==> config.mk <==
export PLATFORM = sky130hd
export DESIGN_NAME = chop_ctrl
export DESIGN_NICKNAME = d
export VERILOG_FILES = /design/src/rtl/chop_pkg.sv /design/src/rtl/chop_timer.sv /design/src/rtl/chop_edges.sv /design/src/rtl/chop_ctrl.sv
export SDC_FILE = /design/constraint.sdc
export NUM_CORES = 1
export LEC_CHECK = 0
export BUFFER_PORTS_ARGS = -buffer_cell sky130_fd_sc_hd__clkbuf_2
export CORE_MARGIN = 2
export CORE_UTILIZATION = 35
export CTS_CLUSTER_SIZE = 12
export DETAILED_ROUTE_END_ITERATION = 16
export PLACE_DENSITY_LB_ADDON = 0.15
export SYNTH_ARGS = -nofsm -noshare
export SYNTH_HDL_FRONTEND = slang
export SYNTH_SLANG_ARGS = --single-unit
export TNS_END_PERCENT = 30
==> constraint.sdc <==
create_clock -name clk_i -period 2.4 [get_ports clk_i]
set_input_delay 0.48 -clock clk_i [delete_from_list [all_inputs] [get_ports clk_i]]
set_output_delay 0.48 -clock clk_i [all_outputs]
set_load 0.05 [all_outputs]
==> src/rtl/chop_pkg.sv <==
package chop_pkg;
  typedef enum logic [1:0] {
    PH_ARMED = 2'd0,
    PH_OFF   = 2'd1,
    PH_BLANK = 2'd2,
    PH_IDLE  = 2'd3
  } chop_phase_e;

  function automatic int unsigned cnt_width(input int unsigned len);
    return (len < 2) ? 1 : $clog2(len + 1);
  endfunction
endpackage

==> src/rtl/chop_timer.sv <==
module chop_timer #(
  parameter int unsigned LEN = 8,
  localparam int unsigned W  = chop_pkg::cnt_width(LEN)
) (
  input  logic clk_i,
  input  logic rst_ni,
  input  logic clr_i,
  input  logic load_i,
  output logic busy_o,
  output logic last_o
);
  logic [W-1:0] cnt_q;

  always_ff @(posedge clk_i or negedge rst_ni) begin
    if (!rst_ni)                cnt_q <= '0;
    else if (clr_i)             cnt_q <= '0;
    else if (load_i)            cnt_q <= W'(LEN);
    else if (cnt_q != '0)       cnt_q <= cnt_q - 1'b1;
  end

  assign busy_o = (cnt_q != '0);
  assign last_o = (cnt_q == W'(1));
endmodule

==> src/rtl/chop_edges.sv <==
module chop_edges (
  input  logic clk_i,
  input  logic rst_ni,
  input  logic pwm_i,
  input  logic dir_i,
  output logic pwm_rise_o,
  output logic dir_chg_o
);
  logic pwm_q, dir_q;

  always_ff @(posedge clk_i or negedge rst_ni) begin
    if (!rst_ni) begin
      pwm_q <= 1'b0;
      dir_q <= 1'b0;
    end else begin
      pwm_q <= pwm_i;
      dir_q <= dir_i;
    end
  end

  assign pwm_rise_o = pwm_i & ~pwm_q;
  assign dir_chg_o  = dir_i ^ dir_q;
endmodule

==> src/rtl/chop_ctrl.sv <==
module chop_ctrl #(
  parameter int unsigned OFF_CYCLES   = 6250,
  parameter int unsigned BLANK_CYCLES = 375
) (
  input  logic clk_i,
  input  logic rst_ni,
  input  logic trip_i,
  input  logic pwm_i,
  input  logic dir_i,
  input  logic ovp_i,
  output logic src_en_o,
  output logic sync_rect_o
);
  import chop_pkg::*;

  logic pwm_rise, dir_chg;
  logic off_busy, off_last, off_load;
  logic blank_busy, blank_last, blank_load, blank_clr;
  chop_phase_e phase;

  chop_edges u_edges (
    .clk_i      (clk_i),
    .rst_ni     (rst_ni),
    .pwm_i      (pwm_i),
    .dir_i      (dir_i),
    .pwm_rise_o (pwm_rise),
    .dir_chg_o  (dir_chg)
  );

  chop_timer #(.LEN(OFF_CYCLES)) u_off_tmr (
    .clk_i  (clk_i),
    .rst_ni (rst_ni),
    .clr_i  (1'b0),
    .load_i (off_load),
    .busy_o (off_busy),
    .last_o (off_last)
  );

  chop_timer #(.LEN(BLANK_CYCLES)) u_blank_tmr (
    .clk_i  (clk_i),
    .rst_ni (rst_ni),
    .clr_i  (blank_clr),
    .load_i (blank_load),
    .busy_o (blank_busy),
    .last_o (blank_last)
  );

  // Edge events outside the off-time restart blanking; off-time end always does.
  assign blank_load = off_last | (~off_busy & (pwm_rise | dir_chg));
  assign blank_clr  = ~pwm_i;

  always_comb begin
    if (off_busy)        phase = PH_OFF;
    else if (!pwm_i)     phase = PH_IDLE;
    else if (blank_busy) phase = PH_BLANK;
    else                 phase = PH_ARMED;
  end

  // Same-edge blank triggers win over a trip.
  assign off_load    = trip_i & (phase == PH_ARMED) & ~blank_load;
  assign src_en_o    = pwm_i & ~off_busy;
  assign sync_rect_o = ~src_en_o & ~ovp_i;

  if (OFF_CYCLES < 1 || BLANK_CYCLES < 1) begin : g_bad_cfg
    initial $error("chop_ctrl: OFF_CYCLES and BLANK_CYCLES must be at least 1");
  end
endmodule

# After elaboration in Yosys (flattened, before gate mapping)
# Index checks and enable logic that the tools add are counted.
# op_classes
addsub,2
eq_ne,2
mux,8
bitwise_logic,14
reduce_logical,4
# op_table
cell,count
$mux 9,3
$mux 13,2
$eq 13x1->1 const B,1
$reduce_bool 13->1,1
$sub 13x1->13 const B,1
$reduce_bool 9->1,1
$sub 9x1->9 const B,1
$and 1x1->1,6
$mux 2,3
$not 1->1,5
$ne 3x1->1 const B,1
$logic_not 2->1,1
$or 1x1->1,2
$reduce_bool 2->1,1
$xor 1x1->1,1
# totals
reg_bits,24
input_bits,6
elab_cells,34

# Logic depth before layout (Yosys ltp)
# Gate-level depths: netlist (run 1).
# depth
depth_word,8
ltp_mapped,7
ltp_nobuf,6

# By module
# A second synthesis (run 1) with hierarchy kept.
# unflattened
hier_cells,144
area_unflattened_um2,1385.1
# modules_own_cells
module,instances,cells_each,area_each_um2
chop_timer at u_off_tmr,1,81,750.7
chop_timer at u_blank_tmr,1,51,520.5
chop_edges,1,4,65.1
chop_ctrl,1,8,48.8

# Worst setup path after synthesis (run 1)
# No wires, ideal clock.
# synth_path
kind,flip-flop to output port
startpoint,register u_off_tmr.cnt_q[7]
endpoint,output port src_en_o
arrival_ns,1.907
t_required_ns,1.920
slack_ns,0.013
path_stages_with_launch,5
path_buffers,0
cell_sequence,dfrtp_1 or4_4 nor4_4 nand3_1 inv_1
# synth_between
elab_chain_cells,3
# synth_lines
element,line,rtl
"start, declared",chop_timer.sv:12,logic [W-1:0] cnt_q;
"start signal, assigned",chop_timer.sv:17,else if (load_i) cnt_q <= W'(LEN);
"start signal, assigned",chop_timer.sv:18,else if (cnt_q != '0) cnt_q <= cnt_q - 1'b1;
$reduce_bool 13->1,chop_timer.sv:21,assign busy_o = (cnt_q != '0);
$not 1->1,chop_ctrl.sv:61,assign src_en_o = pwm_i & ~off_busy;
$and 1x1->1,chop_ctrl.sv:61,
"end, declared",chop_ctrl.sv:11,"output logic src_en_o,"
# No other way between the ends.

# Worst setup path after layout (run 1)
# layout_path
startpoint,register u_off_tmr.cnt_q[4]
endpoint,output port sync_rect_o
# layout_between
elab_chain_cells,5
# layout_lines
element,line,rtl
$reduce_bool 13->1,chop_timer.sv:21,
$not 1->1,chop_ctrl.sv:61,
$and 1x1->1,chop_ctrl.sv:61,
$not 1->1,chop_ctrl.sv:62,assign sync_rect_o = ~src_en_o & ~ovp_i;
$and 1x1->1,chop_ctrl.sv:62,
"end, declared",chop_ctrl.sv:12,output logic sync_rect_o
# No other way between the ends.

==> impl_metrics.py, run 1 <==
metrics = {
    "placement": {
        "placedCellCount": 197,
        "gp_congestion": 0.7364,
        "preCtsSetupSlack_ns": 0.1275,
        "port_buffers": 7,
        "dp_hpwl_microns": 2073,
    },
    "global_routing": {
        "grt_max_degree": 25,
        "first_global_vias": 1134,
        "grtUsageTotal_pct": 15.37,
        "grt_pass1_wl_microns": 5147,
        "grt_overflow": 0,
        "antenna_found_initial": 0,
    },
    "floorplan": {
        "die_width_microns": 66.94,
        "die_area_sq_mm": 0.004480,
        "num_io_pins": 8,
        "core_area_sq_mm": 0.003744,
        "die-height_microns": 66.94,
        "rows": 22,
        "start_util_pct": 37.03,
    },
    "synth": {
        "synth_flop_cell": "dfrtp_1",
        "syn-num-nets": 150,
        "synth-seq-cells": 24,
        "synthCells": 140,
        "yosysUniqueCellTypes": 44,
        "syn_area_per_cell_sq_um": 9.902,
        "synth_edf_count": 0,
        "seq_area_frac_synth_pct": 43.32,
        "synthesis.area_sq_mm": 0.001386,
        "async_flop_share_pct": 100.0,
        "yosys_warnings": 0,
    },
    "setup_path": {
        "worstSetupStartpointType": "flip-flop",
        "endpoint_kind": "output pin",
        "r2r_end": "u_off_tmr.cnt_q[6]",
        "worstSetupStartpoint": "u_off_tmr.cnt_q[4]",
        "crit-reg2reg-launch": "u_off_tmr.cnt_q[0]",
        "r2r_setup_slack_ns": 0.33,
        "ff2ff_path_depth": 6,
        "critPathMaxFanout": 5,
        "worstPathArrival_ns": 1.89,
        "slowest_stage": "or4_4",
        "path_cells": "or4_4, nor4_4, and2_4, a21oi_2, buf_8",
        "crit_path_max_incr_delay_ns": 0.58,
        "criticalPathCategory": "flip-flop to output pin",
        "critPathRequiredTime_ns": 1.92,
    },
    "routing": {
        "ant_nets": 0,
        "drtIter0Drc": 49,
        "num_vias": 1076,
        "totalWireLength_microns": 2869,
        "drc_errors": 0,
        "vias_per_cell": 5.300,
        "dr.pass1.iters": 6,
        "wire_per_inst_microns": 14.13,
    },
    "job": {
        "maxCapViolations": 0,
    },
    "outcome": {
        "status": "complete, no violations",
    },
    "sta": {
        "fin_skew_ns": 0.004437,
        "period_needed_ns": 2.373,
        "drv_slew": 0,
        "finalSetupViolCount": 0,
        "fmax_mhz": 421.4,
        "rsz0062_at_grt": "yes",
        "finalHoldViolations": 0,
        "min_period_over_period_pct": 98.87,
        "fin_ws_ns": 0.02713,
        "tns_ns": 0,
        "worst_slew_pin_slew_ns": 0.6243,
        "slew_headroom_pct": 58.38,
    },
    "final_layout": {
        "drive_gt1_share_pct": 21.94,
        "nFillCells": 395,
        "n_antenna_cell": 0,
        "instances_no_fill": 203,
        "seq_area_sq_um": 600.6,
        "multi_input_area_sq_um": 734.5,
        "syn_to_final_growth_pct": 15.88,
        "fin_nets": 166,
    },
    "cts": {
        "cts_tree": "yes",
        "clock_latency_ns": 0.27,
        "max-clock-path-buffers": 2,
        "clk_pin_slew_worst_paths_ns": 0.09,
        "cts_root_buffer": "clkbuf_8",
        "clock_sinks": 24,
        "h-tree-depth": 1,
        "cts_buffers": 3,
    },
    "power_and_ir_drop": {
        "leakage_uw": 0.0006974,
        "vdd_drop_max_v": 0.0004443,
        "power.density_mw_per_mm2": 767.7,
    },
    "worst_hold_path": {
        "hold_path_class": "primary input to asynchronous set/reset pin",
    },
}
==> flip-flops by register name, summed over array words and instances (netlist names) <==
| name | count |
|---|---|
| u_off_tmr.cnt_q | 13 |
| u_blank_tmr.cnt_q | 9 |
| u_edges.dir_q | 1 |
| u_edges.pwm_q | 1 |
==> cell type report <==
class                      count  share of cell area, %
inverter                      10                  2.336
timing repair buffer          16                  7.399
tap                           48                  3.738
sequential                    24                  37.38
clock buffer                   4                  3.427
multi-input combinational    101                  45.72
==> worst max-delay path, delay by kind of cell, from the launching register on <==
kind / cells / cell delay, ns
AND/OR/NAND/NOR: 3 / 1.01
buffers and inverters: 1 / 0.16
AO/OA/AOI/OAI: 1 / 0.06
flip-flops: 1 / 0.38
==> worst max-delay path by stage <==
stage / slack [ns] / end
after floorplan: 0.01 / src_en_o
after global placement: 0.15 / sync_rect_o
after detailed placement: 0.13 / sync_rect_o
after CTS: 0.001 / sync_rect_o
after global routing: -0.05 / sync_rect_o
final: 0.03 / sync_rect_o
==> layer usage <==
layer	GRT usage, %	wire length [microns]
met4	6.888	58
met3	2.534	37
met2	27.38	1481
met5	0	0
met1	17.91	1292
==> logic make-up (layout without fill, tap and decap cells) <==
| group | Yosys count | after routing | synth area share (%) |
|---|---|---|---|
| and+or+nand+nor | 51 | 51 | 22.74 |
| AOI/OAI and AO/OA | 34 | 34 | 17.42 |
| DFF | 24 | 24 | 43.32 |
| buffers and inverters | 15 | 30 | 4.873 |
| xor gates and xnor gates | 8 | 8 | 5.054 |
| adders and majority gates | 4 | 4 | 3.610 |
| muxes | 4 | 4 | 2.978 |
==> power by group <==
part / internal, uW / leakage (uW) / total (uW) / switching (uW)
clock network: 147 / 0.0000288 / 282 / 135
logic: 217 / 0.000374 / 439 / 223
registers: 458 / 0.000294 / 512 / 54.1
total: 821 / 0.000697 / 1230 / 412
==> layout by cell type (no fill, tap or decap), types with 4 or more instances in the layout <==
cell type / netlist / final
nor2_1: 9 / 9
a21oi_1: 5 / 4
inv_1: 10 / 10
xnor2_1: 4 / 4
o21ai_0: 4 / 4
xor2_1: 4 / 4
dfrtp_1: 24 / 24
nor3_1: 5 / 5
clkbuf_2: 0 / 5
o21a_1: 8 / 8
ha_1: 4 / 4
buf_4: 0 / 9
clkbuf_8: 0 / 4
nand2_1: 5 / 5
==> cell usage after synthesis, drive strengths merged, types with 4 or more instances <==
cell type / n / area [sq um]
dfrtp: 24 / 600.6
inv: 10 / 37.54
nor2: 9 / 33.78
o21a: 8 / 60.06
a21oi: 5 / 25.02
nand2: 5 / 18.77
nor3: 5 / 25.02
or3: 5 / 31.28
or4: 5 / 46.29
buf: 4 / 26.27
ha: 4 / 50.05
nor4: 4 / 40.04
o21ai: 4 / 20.02
xnor2: 4 / 35.03
xor2: 4 / 35.03
==> through the flow <==
step	hold slack, ns	utilization, %	total power [uW]	instance area (sq um)
CTS	0.2257	42.55	1253	1593
detailed placement	0.4596	40.17	960.8	1504
global route	0.2384	42.91	1334	1607
finish	0.2040	42.91	1233	1607
floorplan	0.1844	-	862.3	1386
global placement	0.4572	40.17	942.2	1504
==> what timing repair did <==
action / CTS / global route
pin swaps: 3 / 0
resized for setup: 5 / 5
endpoints found under the setup margin: 2 / 2
setup buffers: 2 / 0
hold endpoints to repair: 0 / 0
hold buffers: 0 / 0
No activity file was read; power rests on OpenSTA's default activity.
==> run 2: changes to the inputs <==
Clock period 2.4 ns to 2.3 ns, I/O delays scaled along.
==> impl_metrics.py, run 2 (synthesis results as in run 1) <==
metrics = {
    "floorplan": {
        "num_io_pins": 8,
        "start_util_pct": 37.03,
        "core_area_sq_mm": 0.003744,
        "die_width_microns": 66.94,
        "die_area_sq_mm": 0.004480,
        "die-height_microns": 66.94,
        "rows": 22,
    },
    "global_routing": {
        "grtUsageTotal_pct": 14.88,
        "met1_usage_pct": 17.40,
        "grt_overflow": 0,
        "grtUsageMet3_pct": 2.703,
        "use_met2_pct": 26.25,
        "grt_max_degree": 25,
        "antenna_found_initial": 0,
        "top_usage_layer": "met2",
        "first_global_vias": 1159,
        "grt_pass1_wl_microns": 5023,
    },
    "setup_path": {
        "cp_top_family": "simple AND/OR/NAND/NOR gates",
        "critPathMaxFanout": 3,
        "slowest_stage": "or4_4",
        "endpoint_kind": "output pin",
        "crit_path_max_incr_delay_ns": 0.56,
        "crit-reg2reg-launch": "u_off_tmr.cnt_q[4]",
        "r2r_setup_slack_ns": 0.13,
        "worstPathArrival_ns": 1.85,
        "r2r_end": "u_off_tmr.cnt_q[12]",
        "criticalPathCategory": "flip-flop to output pin",
        "path_cells": "or4_4, nor4_4, and2_4, a21oi_4, buf_8",
        "critPathRequiredTime_ns": 1.84,
        "worstSetupStartpointType": "flip-flop",
        "ff2ff_path_depth": 5,
        "critPathBufInv": 1,
    },
    "power_and_ir_drop": {
        "power.density_mw_per_mm2": 828.2,
        "vdd_drop_max_v": 0.0004613,
        "power.total_uw": 1381,
        "leakage_uw": 0.0007096,
    },
    "sta": {
        "fin_ws_ns": -0.01133,
        "finalHoldViolations": 0,
        "slew_headroom_pct": 59.08,
        "finalSetupViolCount": 1,
        "min_period_over_period_pct": 100.5,
        "fin_skew_ns": 0.007055,
        "drv_slew": 0,
        "worst_slew_pin_slew_ns": 0.6138,
        "fmax_mhz": 432.7,
        "rsz0062_at_grt": "yes",
        "period_needed_ns": 2.311,
    },
    "final_layout": {
        "design_area_sq_mm": 0.001668,
        "largest_reg_flops": 13,
        "fin_nets": 169,
        "most-common-layout-cells": "24 x dfrtp_1, 12 x buf_4, 9 x inv_1, 9 x nor2_1, 8 x o21a_1",
        "syn_to_final_growth_pct": 20.31,
        "n_antenna_cell": 0,
        "max_flop_register": "u_off_tmr.cnt_q",
        "drive_gt1_share_pct": 25.32,
        "layout_commonest_cell": "dfrtp_1",
        "top_regs": "u_off_tmr.cnt_q (13), u_blank_tmr.cnt_q (9)",
    },
    "cts": {
        "cts_root_buffer": "clkbuf_8",
        "cts_tree": "yes",
        "clock_sinks": 24,
        "clock_latency_ns": 0.27,
        "h-tree-depth": 1,
        "max-clock-path-buffers": 2,
        "hold_buffers": 0,
        "cts_buffers": 3,
        "clk_pin_slew_worst_paths_ns": 0.09,
    },
    "placement": {
        "port_buffers": 7,
        "dp_hpwl_microns": 2102,
        "gp_congestion": 0.7477,
        "placement.cell_area_sq_mm": 0.001541,
    },
    "routing": {
        "ant_nets": 0,
        "dr.pass1.iters": 4,
        "num_vias": 1090,
        "drc_errors": 0,
        "totalWireLength_microns": 2817,
        "drtIter0Drc": 43,
        "vias_per_cell": 5.291,
        "wire_per_inst_microns": 13.67,
    },
    "job": {
        "maxCapViolations": 0,
    },
    "worst_hold_path": {
        "hold_path_class": "primary input to asynchronous set/reset pin",
    },
    "outcome": {
        "violations": "negative setup slack",
        "status": "finished with violations",
    },
}
-- run 2: changes by cell type in the layout (fill, tap and decap cells not counted), sizes merged --
cell and change:
clkbuf -1, bufinv +1, clkinvlp +1, buf +3
inv -1
-- run 2: worst max-delay path by stage --
| stage | startpoint | endpoint | slack, ns | depth (start not counted) |
|---|---|---|---|---|
| floorplan | u_off_tmr.cnt_q[7] | src_en_o | -0.02 | 4 |
| global placement | u_off_tmr.cnt_q[7] | src_en_o | 0.08 | 5 |
| detailed placement | u_off_tmr.cnt_q[7] | u_blank_tmr.cnt_q[4] | 0.03 | 5 |
| CTS | u_off_tmr.cnt_q[4] | sync_rect_o | -0.03 | 5 |
| global route | u_off_tmr.cnt_q[4] | sync_rect_o | -0.09 | 5 |
| finish | u_off_tmr.cnt_q[4] | sync_rect_o | -0.01 | 5 |
-- run 2: report_power, final --
part           switching (uW)  internal [uW]  total [uW]  leakage (uW)
combinational             234            244         478      0.000380
sequential               53.8            478         531      0.000294
clock                     139            233         372     0.0000357
total                     427            955        1380      0.000710
-- run 2: metrics by stage --
| stage | setup TNS (ns) | setup WS [ns] | hold slack [ns] | instances | util (%) |
|---|---|---|---|---|---|
| 2_1_floorplan | -0.01781 | -0.01781 | 0.1644 | 140 | - |
| 3_3_place_gp | 0 | 0.07986 | 0.4563 | 201 | 41.18 |
| 3_5_place_dp | 0 | 0.02909 | 0.4648 | 201 | 41.18 |
| 4_1_cts | -0.02615 | -0.02615 | 0.2087 | 206 | 44.22 |
| 5_1_grt | -0.1581 | -0.09098 | 0.2228 | 206 | 44.55 |
| 6_report | -0.01133 | -0.01133 | 0.1819 | 206 | 44.55 |
-- run 2: cell type report --
class / count / area [sq um]
clock inverter: 1 / 30.03
inverter: 10 / 41.29
fill: 381 / 2076
sequential: 24 / 600.6
timing repair buffer: 19 / 145.1
multi-input combinational: 101 / 749.5
clock buffer: 3 / 41.29
tap: 48 / 60.06
-- run 2: metal layers --
metal,wire (microns),up-vias
li1,-,540
met1,1312,543
met2,1451,5
met3,31,2
met4,22,0
met5,0,-
-- run 2: what timing repair did --
item	CTS	global route
setup endpoints to repair	4	11
setup buffers	1	0
resized for setup	8	4
pin swaps	4	1
==> run 3: changes to the inputs <==
Settings changed: CORE_ASPECT_RATIO from default to 0.7, GPL_TIMING_DRIVEN from default to 0.
==> impl_metrics.py, run 3 (synthesis results as in run 1) <==
metrics = {
    "outcome": {
        "status": "finished with violations",
        "violations": "negative setup slack",
    },
    "sta": {
        "drv_slew": 0,
        "tns_ns": -0.2243,
        "fin_ws_ns": -0.1312,
        "slew_headroom_pct": 59.13,
        "worst_slew_pin_slew_ns": 0.6131,
        "fmax_mhz": 411.3,
        "rsz0062_at_grt": "yes",
        "period_needed_ns": 2.431,
        "fin_skew_ns": 0.001788,
        "finalSetupViolCount": 2,
        "finalHoldViolations": 0,
        "min_period_over_period_pct": 105.7,
    },
    "power_and_ir_drop": {
        "netSwitchingPower_uw": 423.8,
        "clockPowerShare_pct": 22.5,
        "sw_frac_of_total_pct": 33.13,
        "vdd_drop_max_v": 0.0004405,
        "pwr-share-seq_pct": 41.9,
        "power.total_uw": 1279,
        "leakage_uw": 0.0006960,
        "power.density_mw_per_mm2": 784.1,
        "p_int_uw": 855.5,
        "comb_power_share_pct": 35.5,
    },
    "floorplan": {
        "start_util_pct": 36.00,
        "core_area_sq_mm": 0.003851,
        "die-height_microns": 56.66,
        "rows": 19,
        "die_area_sq_mm": 0.004488,
        "num_io_pins": 8,
        "die_width_microns": 79.22,
    },
    "setup_path": {
        "worstPathArrival_ns": 1.97,
        "criticalPathCategory": "flip-flop to output pin",
        "critPathBufInv": 2,
        "crit_path_max_incr_delay_ns": 0.57,
        "crit-reg2reg-launch": "u_off_tmr.cnt_q[4]",
        "slowest_stage": "or4_4",
        "critPathRequiredTime_ns": 1.84,
        "worstSetupStartpointType": "flip-flop",
        "worstSetupStartpoint": "u_off_tmr.cnt_q[4]",
        "endpoint_kind": "output pin",
        "path_cells": "or4_4, nor4_4, buf_4, and2_4, a21oi_4, buf_8",
        "critPathMaxFanout": 2,
        "cp_top_family": "simple AND/OR/NAND/NOR gates",
    },
    "placement": {
        "port_buffers": 7,
        "dp_hpwl_microns": 2065,
        "placement.cell_area_sq_mm": 0.001494,
        "gp_congestion": 0.8290,
    },
    "final_layout": {
        "most-common-layout-cells": "24 x dfrtp_1, 9 x inv_1, 9 x nor2_1",
        "nFillCells": 386,
        "drive_gt1_share_pct": 23.57,
        "design_area_sq_mm": 0.001632,
        "layout_commonest_cell": "dfrtp_1",
        "max_flop_register": "u_off_tmr.cnt_q",
        "n_antenna_cell": 0,
        "largest_reg_flops": 13,
        "syn_to_final_growth_pct": 17.69,
        "fin_nets": 168,
        "top_regs": "u_off_tmr.cnt_q (13), u_blank_tmr.cnt_q (9)",
    },
    "routing": {
        "vias_per_cell": 5.182,
        "ant_nets": 0,
        "dr.pass1.iters": 4,
        "wire_per_inst_microns": 13.43,
        "totalWireLength_microns": 2807,
        "drc_errors": 0,
        "num_vias": 1083,
        "drtIter0Drc": 54,
    },
    "global_routing": {
        "grt_pass1_wl_microns": 4912,
        "grt_max_degree": 25,
        "first_global_vias": 997,
        "antenna_found_initial": 0,
        "grt_overflow": 0,
        "grtUsageTotal_pct": 14.23,
    },
    "cts": {
        "cts_buffers": 3,
        "cts_root_buffer": "clkbuf_8",
        "clock_sinks": 24,
        "clock_latency_ns": 0.26,
        "max-clock-path-buffers": 2,
        "h-tree-depth": 1,
        "cts_tree": "yes",
        "clk_pin_slew_worst_paths_ns": 0.09,
    },
    "worst_hold_path": {
        "hold_path_class": "primary input to asynchronous set/reset pin",
    },
    "job": {
        "maxCapViolations": 0,
    },
}
-- run 3: changes by cell type in the layout (fill, tap and decap cells not counted), sizes merged --
| cell | previous run | this run |
|---|---|---|
| buf | 14 | 11 |
| bufinv | 1 | 0 |
| clkbuf | 8 | 11 |
-- run 3: layer usage --
layer | track usage [%] | wire (microns)
met5 | 0 | 0
met4 | 2.217 | 13
met3 | 3.859 | 172
met2 | 20.58 | 1144
met1 | 21.64 | 1477
-- run 3: power groups by stage --
stage / Combinational, uW / Clock, uW / Sequential (uW)
finish: 455 / 288 / 536
global route: 518 / 322 / 545
CTS: 461 / 303 / 535
detailed placement: 452 / 0 / 542
global placement: 447 / 0 / 538
floorplan: 371 / 0 / 529
-- run 3: final timing paths --
kind                                   endpoint  slack, ns  depth (start not counted)
setup reg to reg            u_off_tmr.cnt_q[12]       0.08                          6
hold / removal             u_blank_tmr.cnt_q[6]       0.19                          1
min in group clk_i                u_edges.dir_q       0.32                          1
hold reg to reg              u_off_tmr.cnt_q[7]       0.49                          1
setup / recovery                    sync_rect_o      -0.13                          6
max in group asynchronous    u_off_tmr.cnt_q[2]       1.72                          1
-- run 3: per-stage QoR --
step	std cells	util [%]	hold WS (ns)	setup slack, ns
2_1_floorplan	140	-	0.1644	-0.01781
3_3_place_gp	199	38.79	0.4647	-0.3943
3_5_place_dp	199	38.79	0.4621	-0.3872
4_1_cts	209	42.14	0.2072	-0.1414
5_1_grt	209	42.37	0.2277	-0.2041
6_report	209	42.37	0.1902	-0.1312
-- run 3: area by class of cell --
class                           instances  area [sq um]  share of cell area [%]
Inverter                               10         41.29                   2.531
Buffer                                  5         30.03                   1.840
Timing Repair Buffer                   13         92.59                   5.675
Clock buffer                            4         55.05                   3.374
Tap cell                               52         65.06                   3.988
Sequential cell                        24         600.6                   36.81
Multi-Input combinational cell        101         747.0                   45.78
-- run 3: worst register-to-register path: cells and delay by family (launching register included) --
kind / cells / cell delay [ns]
AND/OR/NAND/NOR: 3 / 1.28
flip-flops: 1 / 0.40
buffers and inverters: 2 / 0.30
AO/OA/AOI/OAI: 1 / 0.16
-- run 3: repair_timing --
action                     CTS  global route
hold buffers                 0             0
gates cloned                 0             0
setup buffers                6             0
setup endpoints to repair    3             2
pin swaps                    3             0
gates resized for setup      7             2
